==> src/rtl/wdog_pkg.sv <==
package wdog_pkg;

  typedef enum logic [1:0] {
    SRC_OSC  = 2'd0,
    SRC_SYS  = 2'd1,
    SRC_RTC  = 2'd2,
    SRC_OFF  = 2'd3
  } tickSrc_e;

  typedef enum logic [1:0] {
    HALF_NONE = 2'd0,
    HALF_ONE  = 2'd1,
    HALF_TWO  = 2'd2
  } clrHalf_e;

  // strobes from control to datapath
  typedef struct packed {
    logic swClear;
    logic haltClear;
  } wdCtl_t;

endpackage

==> src/rtl/wdog_tick_sel.sv <==
module wdog_tick_sel
  import wdog_pkg::*;
#(
  parameter int SYS_DIV = 4
) (
  input  logic     clk,
  input  logic     rstN,
  input  tickSrc_e srcSel,
  input  logic     oscTick,
  input  logic     rtcTick,
  output logic     tick
);

  logic sysTick;

  generate
    if (SYS_DIV > 1) begin : gen_div
      localparam int DIV_W = $clog2(SYS_DIV);
      localparam logic [DIV_W-1:0] DIV_LAST = DIV_W'(SYS_DIV - 1);
      logic [DIV_W-1:0] divQ;

      always_ff @(posedge clk or negedge rstN) begin
        if (!rstN) begin
          divQ <= '0;
        end else if (divQ == DIV_LAST) begin
          divQ <= '0;
        end else begin
          divQ <= divQ + 1'b1;
        end
      end

      assign sysTick = (divQ == DIV_LAST);
    end else begin : gen_nodiv
      assign sysTick = 1'b1;
    end
  endgenerate

  always_comb begin
    unique case (srcSel)
      SRC_OSC: tick = oscTick;
      SRC_SYS: tick = sysTick;
      SRC_RTC: tick = rtcTick;
      default: tick = 1'b0;
    endcase
  end

endmodule

==> src/rtl/wdog_ctrl.sv <==
module wdog_ctrl
  import wdog_pkg::*;
(
  input  logic   clk,
  input  logic   rstN,
  input  logic   pairMode,
  input  logic   clrSingle,
  input  logic   clrHalf1,
  input  logic   clrHalf2,
  input  logic   haltEnter,
  output wdCtl_t ctl
);

  clrHalf_e halfQ;
  logic     oneOnly;
  logic     twoOnly;
  logic     pairHit;

  // simultaneous halves cancel each other
  assign oneOnly = clrHalf1 & ~clrHalf2;
  assign twoOnly = clrHalf2 & ~clrHalf1;
  assign pairHit = (oneOnly && halfQ == HALF_TWO) || (twoOnly && halfQ == HALF_ONE);

  always_ff @(posedge clk or negedge rstN) begin
    if (!rstN) begin
      halfQ <= HALF_NONE;
    end else if (haltEnter) begin
      halfQ <= HALF_NONE;
    end else if (pairMode) begin
      if (oneOnly && halfQ != HALF_ONE) begin
        halfQ <= HALF_ONE;
      end else if (twoOnly && halfQ != HALF_TWO) begin
        halfQ <= HALF_TWO;
      end
    end
  end

  always_comb begin
    ctl.haltClear = haltEnter;
    ctl.swClear   = ~haltEnter & (pairMode ? pairHit : clrSingle);
  end

endmodule

==> src/rtl/wdog_datapath.sv <==
module wdog_datapath
  import wdog_pkg::*;
#(
  parameter int PRE_W = 8,
  parameter int CNT_W = 8
) (
  input  logic   clk,
  input  logic   rstN,
  input  logic   tick,
  input  logic   powerDown,
  input  wdCtl_t ctl,
  output logic   chipRst,
  output logic   wakeRst,
  output logic   toFlag
);

  logic [PRE_W-1:0] preQ;
  logic [CNT_W-1:0] cntQ;
  logic             flagQ;
  logic             chipQ;
  logic             wakeQ;
  logic             preFull;
  logic             cntFull;
  logic             clrAny;
  logic             wrapNow;

  assign preFull = &preQ;
  assign cntFull = &cntQ;
  assign clrAny  = ctl.swClear | ctl.haltClear;
  assign wrapNow = tick & preFull & cntFull;

  always_ff @(posedge clk or negedge rstN) begin
    if (!rstN) begin
      preQ  <= '0;
      cntQ  <= '0;
      flagQ <= 1'b0;
      chipQ <= 1'b0;
      wakeQ <= 1'b0;
    end else begin
      chipQ <= 1'b0;
      wakeQ <= 1'b0;
      if (clrAny) begin
        preQ  <= '0;
        cntQ  <= '0;
        flagQ <= 1'b0;
      end else if (tick) begin
        preQ <= preQ + 1'b1;
        if (preFull) begin
          cntQ <= cntQ + 1'b1;
        end
        if (wrapNow) begin
          flagQ <= 1'b1;
          chipQ <= ~powerDown;
          wakeQ <= powerDown;
        end
      end
    end
  end

  assign chipRst = chipQ;
  assign wakeRst = wakeQ;
  assign toFlag  = flagQ;

endmodule

==> src/rtl/wdog_timer.sv <==
module wdog_timer
  import wdog_pkg::*;
#(
  parameter int PRE_W   = 8,
  parameter int CNT_W   = 8,
  parameter int SYS_DIV = 4
) (
  input  logic       clk,
  input  logic       rstN,
  input  logic [1:0] srcSel,
  input  logic       oscTick,
  input  logic       rtcTick,
  input  logic       pairMode,
  input  logic       clrSingle,
  input  logic       clrHalf1,
  input  logic       clrHalf2,
  input  logic       haltEnter,
  input  logic       powerDown,
  output logic       chipRst,
  output logic       wakeRst,
  output logic       toFlag
);

  logic   tick;
  wdCtl_t ctl;

  wdog_tick_sel #(.SYS_DIV(SYS_DIV)) tick_i (
    .clk     (clk),
    .rstN    (rstN),
    .srcSel  (tickSrc_e'(srcSel)),
    .oscTick (oscTick),
    .rtcTick (rtcTick),
    .tick    (tick)
  );

  wdog_ctrl ctrl_i (
    .clk       (clk),
    .rstN      (rstN),
    .pairMode  (pairMode),
    .clrSingle (clrSingle),
    .clrHalf1  (clrHalf1),
    .clrHalf2  (clrHalf2),
    .haltEnter (haltEnter),
    .ctl       (ctl)
  );

  wdog_datapath #(.PRE_W(PRE_W), .CNT_W(CNT_W)) dp_i (
    .clk       (clk),
    .rstN      (rstN),
    .tick      (tick),
    .powerDown (powerDown),
    .ctl       (ctl),
    .chipRst   (chipRst),
    .wakeRst   (wakeRst),
    .toFlag    (toFlag)
  );

endmodule

==> config.mk <==
export PLATFORM = sky130hd
export DESIGN_NAME = wdog_timer
export DESIGN_NICKNAME = d
export VERILOG_FILES = /design/src/rtl/wdog_pkg.sv /design/src/rtl/wdog_tick_sel.sv /design/src/rtl/wdog_ctrl.sv /design/src/rtl/wdog_datapath.sv /design/src/rtl/wdog_timer.sv
export SDC_FILE = /design/constraint.sdc
export NUM_CORES = 1
export LEC_CHECK = 0
export BUFFER_PORTS_ARGS = -buffer_cell sky130_fd_sc_hd__buf_2
export CAP_MARGIN = 20
export CORE_MARGIN = 2
export CORE_UTILIZATION = 58
export CTS_BUF_LIST = sky130_fd_sc_hd__clkbuf_4 sky130_fd_sc_hd__clkbuf_8
export CTS_CLUSTER_SIZE = 25
export DETAILED_ROUTE_END_ITERATION = 8
export GPL_TIMING_DRIVEN = 0
export HOLD_SLACK_MARGIN = 0.15
export PLACE_DENSITY = 0.82
export SYNTH_ARGS = -nofsm -noshare
export SYNTH_HDL_FRONTEND = slang
export SYNTH_SLANG_ARGS = --single-unit
export TNS_END_PERCENT = 10
==> constraint.sdc <==
create_clock -name clk -period 4.1 [get_ports clk]
set_input_delay 0.41 -clock clk [delete_from_list [all_inputs] [get_ports clk]]
set_output_delay 0.41 -clock clk [all_outputs]
set_load 0.02 [all_outputs]
* Yosys cells after proc, flatten, opt, wreduce, memory -nomap -nowiden
Cells that the tools add are included.
** Word-level totals
- Bits of input ports :: 12
- Flip-flop bits (word level) :: 23
- Word-level logic and storage cells :: 64
- Output and inout port bits :: 3
** Operators by class
- Reduce and logical (&&, ||, !) cells :: 16
- Equality and inequality tests :: 7
- Mux-type cells :: 21
- Bitwise operators :: 10
- Add/subtract/negate cells :: 3
** Operators by type and width (count)
- 2-to-1 mux 8 bit :: 5
- adder 8 x 1 -> 8 bit (second input constant) :: 2
- AND reduction 8 bit :: 2
- 2-to-1 mux 1 bit :: 10
- 2-to-1 mux 2 bit :: 5
- nonzero test 2 bit :: 4
- equality test 2 bit (second input constant) :: 3
- AND reduction 2 bit :: 3
- AND 1 bit :: 5
- equality test 2 x 1 -> 1 bit (second input constant) :: 2
- logical AND 1 bit :: 4
- NOT 1 bit :: 4
- case mux 1 bit (3 select lines) :: 1
- nonzero test 3 bit :: 1
- adder 2 x 1 -> 2 bit (second input constant) :: 1
- zero test 2 bit :: 1
- != test 2 x 1 -> 1 bit (second input constant) :: 1
- != test 2 bit (second input constant) :: 1
- logical OR 1 bit :: 1
- OR 1 bit :: 1

* Logic depth before layout (Yosys ltp)
Gate-level depths: netlist of the first run.
- Depth after elaboration :: 9
- Gate-level depth with buffers :: 7
- Depth with buffers taken out :: 5

* Cells and area by module
A second synthesis of the first run with hierarchy kept.
** Second synthesis, totals
- Cells, all modules :: 116
- Area, all modules :: 1194.9 um^2
** Modules (own cells, without submodules)
- wdog_datapath :: cells an instance 93, seq. area each 475.5 um^2, area an instance 968.4 um^2, times used 1
- wdog_ctrl :: cells an instance 16, seq. area each 50.0 um^2, area an instance 140.1 um^2, times used 1
- wdog_tick_sel :: cells an instance 7, seq. area each 50.0 um^2, area an instance 86.3 um^2, times used 1

* Least setup slack after synthesis of the first run
No wires, ideal clock.
- Kind :: register to register
- From :: reg tick_i.gen_div.divQ[0]
- To :: reg dp_i.cntQ[1]
- Slack :: 2.452 ns
- Required time :: 4.023 ns
- Path buffers :: 2
- Setup time :: 0.077 ns
- Data arrival time :: 1.570 ns
- Cell stages (with the launch flop) :: 8
- Clock period less this slack :: 1.648 ns
- Cells stage by stage :: dfrtp_1 > ha_1 > mux2i_1 > o22a_1 > clkbuf_1 > clkbuf_1 > o21ai_0 > a21oi_1
** On the way
- Longest elaborated chain between the ends :: 4
** Ends and longest elaborated chain
- from (decl) :: line wdog_tick_sel.sv:20 : logic [DIV_W-1:0] divQ;
- from (signal assigned) :: line wdog_tick_sel.sv:28 : divQ <= divQ + 1'b1;
- equality test 2 bit :: line wdog_tick_sel.sv:32 : assign sysTick = (divQ == DIV_LAST);
- case mux 1 bit (3 select lines) :: line wdog_tick_sel.sv:39 : unique case (srcSel)
- nonzero test 2 bit (no source line)
- AND reduction 2 bit (no source line)
- to (signal assigned) :: line wdog_datapath.sv:49 : cntQ <= cntQ + 1'b1;
- to (decl) :: line wdog_datapath.sv:18 : logic [CNT_W-1:0] cntQ;
Every way passes these cells.
A chain may end at the register's enable or synchronous reset.

* Worst setup path in the final report of the first run
- From :: reg tick_i.gen_div.divQ[0]
- To :: reg dp_i.cntQ[0]
The elaborated chain is that of the path after synthesis.

==> impl_metrics.env, run 1 <==
export IMPL_status="finished, final reports clean"
export IMPL_r2r_slack_ps=2040
export IMPL_grt_max_degree=24
export IMPL_skew_ps=4.61
export IMPL_die_w_um=49.9
export IMPL_synth_seq_area_share_pct=47.1
export IMPL_via_per_inst=5.96
export IMPL_finalCriticalPeriod_ps=2060
export IMPL_rsz0062_at_grt="no"
export IMPL_multi_input_area_sq_um=583
export IMPL_layout_area_seq_sq_um=576
export IMPL_cts_buffers=3
export IMPL_yosys_cell_types_count=33
export IMPL_drive_above_1_share_pct=18.1
export IMPL_wl_per_cell_um=14.2
export IMPL_synth_avg_cell_area_sq_um=9.77
export IMPL_ant_nets=0
export IMPL_vias=1019
export IMPL_drtIter0Drc=17
export IMPL_p_leak_nw=0.577
export IMPL_slew_viol_final=0
export IMPL_num_fill_cells=148
export IMPL_reg2reg_from="tick_i.gen_div.divQ[0]"
export IMPL_area_growth_pct=11.8
export IMPL_dp_hpwl_mm=1.83
export IMPL_fmax_ghz=0.487
export IMPL_cts_tree="built"
export IMPL_required_ps=4350
export IMPL_die_y_um=49.9
export IMPL_hold_slack_ps=247
export IMPL_p_per_area_mw_per_mm2=275
export IMPL_dp_cells=166
export IMPL_reg2reg_depth=7
export IMPL_p_total_uw=375
export IMPL_path_class="flop to flop"
export IMPL_start_util_pct=61.6
export IMPL_endpoint_kind="flop"
export IMPL_hold_viol_final=0
export IMPL_grt_pass1_wl_mm=4.45
export IMPL_hold_start="powerDown"
export IMPL_final_area_sq_mm=0.00137
export IMPL_post_place_ws_ps=2050
export IMPL_cts_sinks=23
export IMPL_rows=16
export IMPL_grt_total_usage_pct=23.5
export IMPL_critPathLaunchType="flop"
export IMPL_synth_fp_nets=140
export IMPL_grt_pass1_vias=1040
export IMPL_setup_viol=0
export IMPL_clock_root_buffer="clkbuf_4"
export IMPL_nets=160
export IMPL_maxCapViolations=0
export IMPL_yosysWarnings=0
export IMPL_remaining_drc_errors=0
export IMPL_peakVddDrop_uv=225
export IMPL_holdPathEnd="dp_i.chipRst"
export IMPL_cts_setup_buffers=0
export IMPL_die_area_sq_mm=0.00249
export IMPL_clock_latency_ps=310
export IMPL_finalNonFillerCells=171
export IMPL_cp_max_fo=10
export IMPL_ys_seq_elements=23
export IMPL_utilization_pct=68.9
export IMPL_syn_inst=125
export IMPL_antenna_found_initial=0
export IMPL_setup_tns_ps=0
export IMPL_io_pin_count=15
export IMPL_grt_overflow=0
export IMPL_antenna_cells=0
export IMPL_dr_pass1_iters=4
export IMPL_gp_congestion=0.823
export IMPL_max_slew_margin_pct=66.2
export IMPL_post_route_period_util_pct=50.1
export IMPL_clock_path_buffers=2
export IMPL_syn_area_sq_mm=0.00122
export IMPL_holdPathStages=2
export IMPL_placed_area_sq_mm=0.00133
export IMPL_crit_reg2reg_capture="dp_i.cntQ[0]"
export IMPL_io_buffer_count=14
export IMPL_clk_pin_slew_ps=130
export IMPL_arrival_ps=2300
export IMPL_setup_ws_ps=2040
export IMPL_cts_htree_levels=1
export IMPL_core_area_sq_mm=0.00198
export IMPL_routed_wl_mm=2.43
export IMPL_tightest_slew_ps=505
export IMPL_hp_class="primary input to flop"
## cells in the final DEF, fill, tap and decap left out, types with 2 or more instances in the layout
master / count
buf_2: 16
o21ai_0: 6
o31ai_1: 8
inv_1: 6
or3_1: 5
nand3_1: 7
clkbuf_1: 2
or4_1: 8
nor2_1: 6
nand2b_1: 2
dfrtp_1: 23
mux2i_1: 2
a21oi_1: 17
buf_6: 2
ha_1: 3
and3_1: 2
clkbuf_4: 4
nand2_1: 7
nand3b_1: 2
## where the power goes
part           switching, mW  internal [mW]
registers            0.00214          0.229
logic                 0.0192         0.0118
clock network         0.0683         0.0447
## cells in the mapped netlist, drive strengths merged
| cell | number | area share [%] |
|---|---|---|
| nand3 | 7 | 2.9 |
| inv | 6 | 1.8 |
| and4 | 1 | 0.72 |
| and3 | 2 | 1.0 |
| nor4 | 1 | 1.7 |
| o21ba | 1 | 0.82 |
| nor2 | 6 | 1.8 |
| nor3 | 1 | 0.41 |
| nand2 | 7 | 2.2 |
| clkbuf | 2 | 0.61 |
| dfrtp | 23 | 47 |
| a21oi | 17 | 7.0 |
| or4 | 8 | 4.9 |
| and3b | 1 | 0.72 |
| o31ai | 8 | 4.9 |
| nor4bb | 1 | 0.82 |
| o21ai | 6 | 2.5 |
| ha | 3 | 3.1 |
| a31oi | 2 | 1.5 |
| xor2 | 1 | 0.72 |
| buf | 4 | 2.7 |
| mux2i | 2 | 1.6 |
| nand4 | 1 | 0.51 |
| nor3b | 1 | 0.61 |
| or3 | 6 | 3.2 |
| nand3b | 2 | 1.2 |
| o21a | 1 | 0.61 |
| nand2b | 2 | 1.0 |
| or2 | 1 | 0.51 |
| o22a | 1 | 0.72 |
## timing repair
item                                   CTS  global route
hold buffers                             1             0
endpoints found under the hold margin   23             0
gates resized for setup                  0             0
## metal layers
layer / share of wire, % / GRT usage, % / vias up
li1: - / - / 501
met1: 41 / 27.8 / 500
met2: 54 / 42.2 / 11
met3: 1.8 / 2.73 / 7
met4: 2.4 / 11.1 / 0
met5: 0 / 0 / -
## cell families after synthesis
logic type               count (synthesis)  share of synthesized area (%)
AO/OA/AOI/OAI                           36                           18.0
XOR/XNOR                                 1                          0.717
adder cells (fa/ha/maj)                  3                           3.07
buffers and inverters                   12                           5.12
flip-flops                              23                           47.1
multiplexers                             2                           1.64
AND/OR/NAND/NOR                         48                           24.3
## how the worst max path moves through the flow
stage                                start      endpoint  cells after the start
finish              tick_i.gen_div.divQ[0]  dp_i.cntQ[0]                      7
global route        tick_i.gen_div.divQ[0]  dp_i.cntQ[0]                      7
CTS                 tick_i.gen_div.divQ[0]  dp_i.cntQ[0]                      7
detailed placement  tick_i.gen_div.divQ[0]  dp_i.cntQ[0]                      7
global placement    tick_i.gen_div.divQ[0]  dp_i.cntQ[1]                      7
floorplan           tick_i.gen_div.divQ[0]  dp_i.cntQ[1]                      7
## critical path, stage by stage (launching register included)
cell	delay [ps]
dfrtp_1	400
ha_1	210
mux2i_1	190
o22a_1	170
clkbuf_1	290
clkbuf_1	390
o21ai_0	180
a21oi_1	150
## flip-flops by register name (all words and copies together) (netlist names)
name                 cells
tick_i.gen_div.divQ      2
dp_i.wakeRst             1
dp_i.preQ                8
dp_i.chipRst             1
ctrl_i.halfQ             2
dp_i.toFlag              1
dp_i.cntQ                8
## final cells by class
cell class                 count  share of cell area (%)
clock buffer                   4                    2.20
buffer                         6                    2.93
multi-input combinational     90                    42.7
sequential                    23                    42.2
timing repair buffer          15                    5.87
tap                           27                    2.47
inverter                       6                    1.65
No activity file was read; power rests on OpenSTA's default activity.
==> run 2: changes to the inputs <==
clock period = 1.93 ns   (was 4.1 ns; I/O delays follow)
==> impl_metrics.env, run 2 (synthesized netlist as in run 1, its figures left out) <==
export IMPL_cp_cell_sequence="ha_1 > mux2i_1 > o22a_1 > clkbuf_1 > buf_2 > o21ai_0 > a21oi_1"
export IMPL_drtIter0Drc=27
export IMPL_slew_viol_final=0
export IMPL_p_leak_nw=0.589
export IMPL_power_share_sequential_pct=60.9
export IMPL_p_comb_share_pct=9.2
export IMPL_via_per_inst=6.01
export IMPL_die_y_um=49.9
export IMPL_tightest_slew_ps=505
export IMPL_endpoint_kind="flop"
export IMPL_maxCapViolations=0
export IMPL_most_common_layout_cells="23 x dfrtp_1, 17 x buf_2, 17 x a21oi_1"
export IMPL_ant_nets=0
export IMPL_setup_viol=0
export IMPL_grt_pass1_vias=1065
export IMPL_nets=163
export IMPL_p_int_uw=612
export IMPL_critPathLaunchType="flop"
export IMPL_p_clk_share_pct=29.9
export IMPL_routed_wl_mm=2.53
export IMPL_remaining_drc_errors=0
export IMPL_grt_total_usage_pct=24.2
export IMPL_grtUsageMet2_pct=43.1
export IMPL_cp_max_fo=10
export IMPL_post_route_period_util_pct=98.1
export IMPL_start_util_pct=61.6
export IMPL_crit_slowest_cell="dfrtp_1"
export IMPL_grt_util_met1_pct=28.1
export IMPL_reg_top3="dp_i.cntQ x8, dp_i.preQ x8"
export IMPL_layout_commonest_cell="dfrtp_1"
export IMPL_num_fill_cells=139
export IMPL_multi_input_area_sq_um=594
export IMPL_clock_path_buffers=2
export IMPL_grt_pass1_wl_mm=4.55
export IMPL_utilization_pct=71.0
export IMPL_cts_buffers=3
export IMPL_io_pin_count=15
export IMPL_setup_tns_ps=0
export IMPL_dr_pass1_iters=4
export IMPL_core_area_sq_mm=0.00198
export IMPL_path_buf_inv=2
export IMPL_p_total_uw=806
export IMPL_cts_htree_levels=1
export IMPL_die_area_sq_mm=0.00249
export IMPL_cts_sinks=23
export IMPL_path_class="flop to flop"
export IMPL_skew_ps=5.77
export IMPL_status="finished, final reports clean"
export IMPL_max_stage_delay_ps=400
export IMPL_fmax_ghz=0.528
export IMPL_required_ps=2180
export IMPL_switching_share_pct=24.1
export IMPL_die_w_um=49.9
export IMPL_p_per_area_mw_per_mm2=573
export IMPL_rows=16
export IMPL_area_growth_pct=15.3
export IMPL_hold_viol_final=0
export IMPL_drive_above_1_share_pct=19.0
export IMPL_layout_area_seq_sq_um=576
export IMPL_grt_busiest_layer="met2"
export IMPL_dp_hpwl_mm=1.83
export IMPL_peakVddDrop_uv=480
export IMPL_clock_root_buffer="clkbuf_4"
export IMPL_antenna_found_initial=0
export IMPL_p_sw_uw=194
export IMPL_cts_tree="built"
export IMPL_clk_pin_slew_ps=130
export IMPL_arrival_ps=2140
export IMPL_grt_max_degree=24
export IMPL_hp_class="primary input to flop"
export IMPL_wl_per_cell_um=14.5
export IMPL_cp_top_family="buffers and inverters"
export IMPL_grt_overflow=0
export IMPL_gp_congestion=0.823
export IMPL_clock_latency_ps=320
export IMPL_finalCriticalPeriod_ps=1890
export IMPL_vias=1045
export IMPL_rsz0062_at_grt="yes"
export IMPL_max_slew_margin_pct=66.3
export IMPL_antenna_cells=0
export IMPL_met3_usage_pct=3.03
export IMPL_io_buffer_count=14
-- run 2: changes by cell type in the layout (fill, tap and decap cells not counted) --
cell	previous run	this run
a31oi_4	0	1
dlygate4sd3_1	1	4
a31oi_2	1	0
ha_2	0	1
ha_1	3	2
clkbuf_1	2	1
buf_2	16	17
-- run 2: worst min-delay path, delay by kind of cell --
kind	cells	cell delay (ps)
buffers and inverters	1	110
and+or+nand+nor	2	120
AOI/OAI and AO/OA	1	70
-- run 2: layout make-up --
class                   count  area share, %
clock buffers               4           2.13
repair buffers             18           7.82
well taps                  27           2.40
inverters                   6           1.60
plain buffers               6           2.93
flip-flops and latches     23           40.9
multi-input cells          90           42.2
-- run 2: routing by layer --
layer	wire, um	part of all wire, %
met1	1040	41
met2	1340	53
met3	72	2.8
met4	74	2.9
met5	0	0
-- run 2: path summary, 6_finish.rpt --
check | start | endpoint | slack [ps] | cells after the start
worst min register to register | tick_i.gen_div.divQ[0] | tick_i.gen_div.divQ[0] | 430 | 1
max in group asynchronous | rstN | dp_i.cntQ[7] | 1230 | 2
worst max register to register | tick_i.gen_div.divQ[0] | dp_i.cntQ[0] | 40 | 7
worst max-delay path | tick_i.gen_div.divQ[0] | dp_i.cntQ[0] | 40 | 7
worst min-delay path | clrHalf2 | ctrl_i.halfQ[0] | 210 | 4
min in group asynchronous | rstN | dp_i.preQ[5] | 360 | 2
-- run 2: what timing repair did --
action,4_1_cts,5_1_grt
endpoints found under the setup margin,10,13
hold buffers,4,0
endpoints found under the hold margin,27,0
gates cloned,0,0
buffers inserted,0,0
gates resized for setup,1,3
-- run 2: power by group through the flow --
stage / logic (mW) / clock network (mW) / registers (mW)
2_1_floorplan: 0.0327 / 0 / 0.499
3_3_place_gp: 0.0625 / 0 / 0.499
3_5_place_dp: 0.0656 / 0 / 0.500
4_1_cts: 0.0719 / 0.240 / 0.491
5_1_grt: 0.0845 / 0.261 / 0.492
6_report: 0.0743 / 0.241 / 0.491
-- run 2: stage by stage --
stage / setup WS, ps / instances / hold slack, ps / cell area, sq um
global placement: -2.69 / 166 / 189 / 1330
global route: -74.9 / 174 / 256 / 1410
finish: 36.5 / 174 / 208 / 1410
detailed placement: -120 / 166 / 186 / 1330
CTS: 15.4 / 174 / 201 / 1400
floorplan: 282 / 125 / -103 / 1220
==> run 3: changes to the inputs <==
CAP_MARGIN = not set   (was 20)
CORE_ASPECT_RATIO = 1.5   (was not set)
==> impl_metrics.env, run 3 (synthesized netlist as in run 1, its figures left out) <==
export IMPL_status="finished, final reports clean"
export IMPL_p_comb_share_pct=9.4
export IMPL_p_leak_nw=0.589
export IMPL_vias=1062
export IMPL_nets=163
export IMPL_rows=20
export IMPL_path_class="flop to flop"
export IMPL_core_area_sq_mm=0.00200
export IMPL_p_per_area_mw_per_mm2=559
export IMPL_setup_viol=0
export IMPL_grt_total_usage_pct=23.9
export IMPL_peakVddDrop_uv=546
export IMPL_post_route_period_util_pct=94.9
export IMPL_antenna_found_initial=0
export IMPL_io_buffer_count=14
export IMPL_fmax_ghz=0.546
export IMPL_critPathLaunchType="flop"
export IMPL_tightest_slew_ps=517
export IMPL_rsz0062_at_grt="no"
export IMPL_utilization_pct=70.6
export IMPL_slew_viol_final=0
export IMPL_endpoint_kind="flop"
export IMPL_switching_share_pct=24.5
export IMPL_die_y_um=60.2
export IMPL_maxCapViolations=0
export IMPL_most_common_layout_cells="23 x dfrtp_1, 18 x buf_2, 17 x a21oi_1"
export IMPL_hold_viol_final=0
export IMPL_num_fill_cells=168
export IMPL_cts_tree="built"
export IMPL_p_clk_share_pct=28.5
export IMPL_placed_area_sq_mm=0.00132
export IMPL_p_int_uw=596
export IMPL_drtIter0Drc=25
export IMPL_grt_overflow=0
export IMPL_grt_util_met1_pct=24.6
export IMPL_reg2reg_depth=6
export IMPL_layout_commonest_cell="dfrtp_1"
export IMPL_clock_root_buffer="clkbuf_4"
export IMPL_cts_sinks=23
export IMPL_cts_buffers=3
export IMPL_io_pin_count=15
export IMPL_power_share_sequential_pct=62.1
export IMPL_cp_max_fo=10
export IMPL_dr_pass1_iters=4
export IMPL_via_per_inst=6.28
export IMPL_die_w_um=41.5
export IMPL_required_ps=2170
export IMPL_arrival_ps=2080
export IMPL_met3_usage_pct=2.11
export IMPL_die_area_sq_mm=0.00250
export IMPL_max_slew_margin_pct=65.5
export IMPL_grt_pass1_vias=1124
export IMPL_drive_above_1_share_pct=21.1
export IMPL_antenna_cells=0
export IMPL_hp_class="primary input to flop"
export IMPL_gp_congestion=0.830
export IMPL_reg_top3="dp_i.cntQ x8, dp_i.preQ x8"
export IMPL_crit_reg2reg_capture="dp_i.cntQ[6]"
export IMPL_reg2reg_from="dp_i.preQ[0]"
export IMPL_grt_pass1_wl_mm=4.57
export IMPL_final_area_sq_mm=0.00141
export IMPL_cts_htree_levels=1
export IMPL_dp_hpwl_mm=1.86
export IMPL_grt_max_degree=24
export IMPL_grt_busiest_layer="met2"
export IMPL_clk_pin_slew_ps=130
export IMPL_crit_start="dp_i.preQ[0]"
export IMPL_grtUsageMet2_pct=46.2
export IMPL_hold_start="clrHalf1"
export IMPL_r2r_slack_ps=100
export IMPL_start_util_pct=61.0
export IMPL_clock_path_buffers=2
export IMPL_skew_ps=4.68
export IMPL_p_sw_uw=194
export IMPL_finalCriticalPeriod_ps=1830
export IMPL_remaining_drc_errors=0
export IMPL_area_growth_pct=15.7
export IMPL_routed_wl_mm=2.60
export IMPL_cts_setup_buffers=0
export IMPL_layout_area_seq_sq_um=576
export IMPL_clock_latency_ps=310
export IMPL_endpoint="dp_i.cntQ[6]"
export IMPL_ant_nets=0
export IMPL_multi_input_area_sq_um=604
export IMPL_wl_per_cell_um=15.4
==> run 3: changes by cell type in the layout (fill, tap and decap cells not counted), sizes merged <==
cell	change
buf	+1
clkinvlp	+1
clkbuf	-2
==> run 3: metal layers <==
metal / vias to the layer above / wire (um)
li1: 510 / -
met1: 531 / 1050
met2: 13 / 1450
met3: 8 / 42
met4: 0 / 59
met5: - / 0
==> run 3: critical path: stages (launching register included) <==
cell and delay, ps:
dfrtp_1 410, ha_2 230, nand3b_1 100, o22a_1 210
buf_2 170, or4_1 480, a21oi_1 170
==> run 3: through the flow <==
step                      std cells  hold slack (ps)  total power [mW]  setup TNS [ps]  setup WS, ps
final                           169              216             0.790               0          98.8
after global routing            169              272             0.831               0          21.1
after CTS                       169              210             0.794               0          15.4
after detailed placement        161              191             0.566            -484         -96.5
after global placement          161              188             0.562               0          13.4
after floorplan                 125             -103             0.532               0           282
==> run 3: power groups by stage <==
stage	logic, mW	registers [mW]	clock network (mW)
after CTS	0.0721	0.491	0.231
after global routing	0.0855	0.492	0.253
after global placement	0.0628	0.500	0
after floorplan	0.0327	0.499	0
after detailed placement	0.0655	0.500	0
final	0.0743	0.491	0.225
==> run 3: timing repair <==
action                                  4_1_cts  5_1_grt
gates cloned                                  0        0
endpoints found under the setup margin       10       11
resized for setup                             1        8
hold buffers                                  4        0
endpoints found under the hold margin        27        0
==> run 3: cell type report <==
class                           count  share of cell area (%)
Buffer                              6                    3.01
Inverter                            6                    1.59
Tap cell                           22                    1.95
Multi-Input combinational cell     90                    42.8
Timing Repair Buffer               18                    7.79
Clock buffer                        3                    1.59
Clock inverter                      1                   0.531
Sequential cell                    23                    40.7
==> run 3: worst min-delay path by stage <==
stage / endpoint / slack, ps / cells after the start
after floorplan: ctrl_i.halfQ[0] / -100 / 0
after global placement: dp_i.wakeRst / 190 / 1
after detailed placement: dp_i.wakeRst / 190 / 1
after CTS: ctrl_i.halfQ[1] / 210 / 4
after global routing: ctrl_i.halfQ[1] / 270 / 4
final: ctrl_i.halfQ[1] / 220 / 4
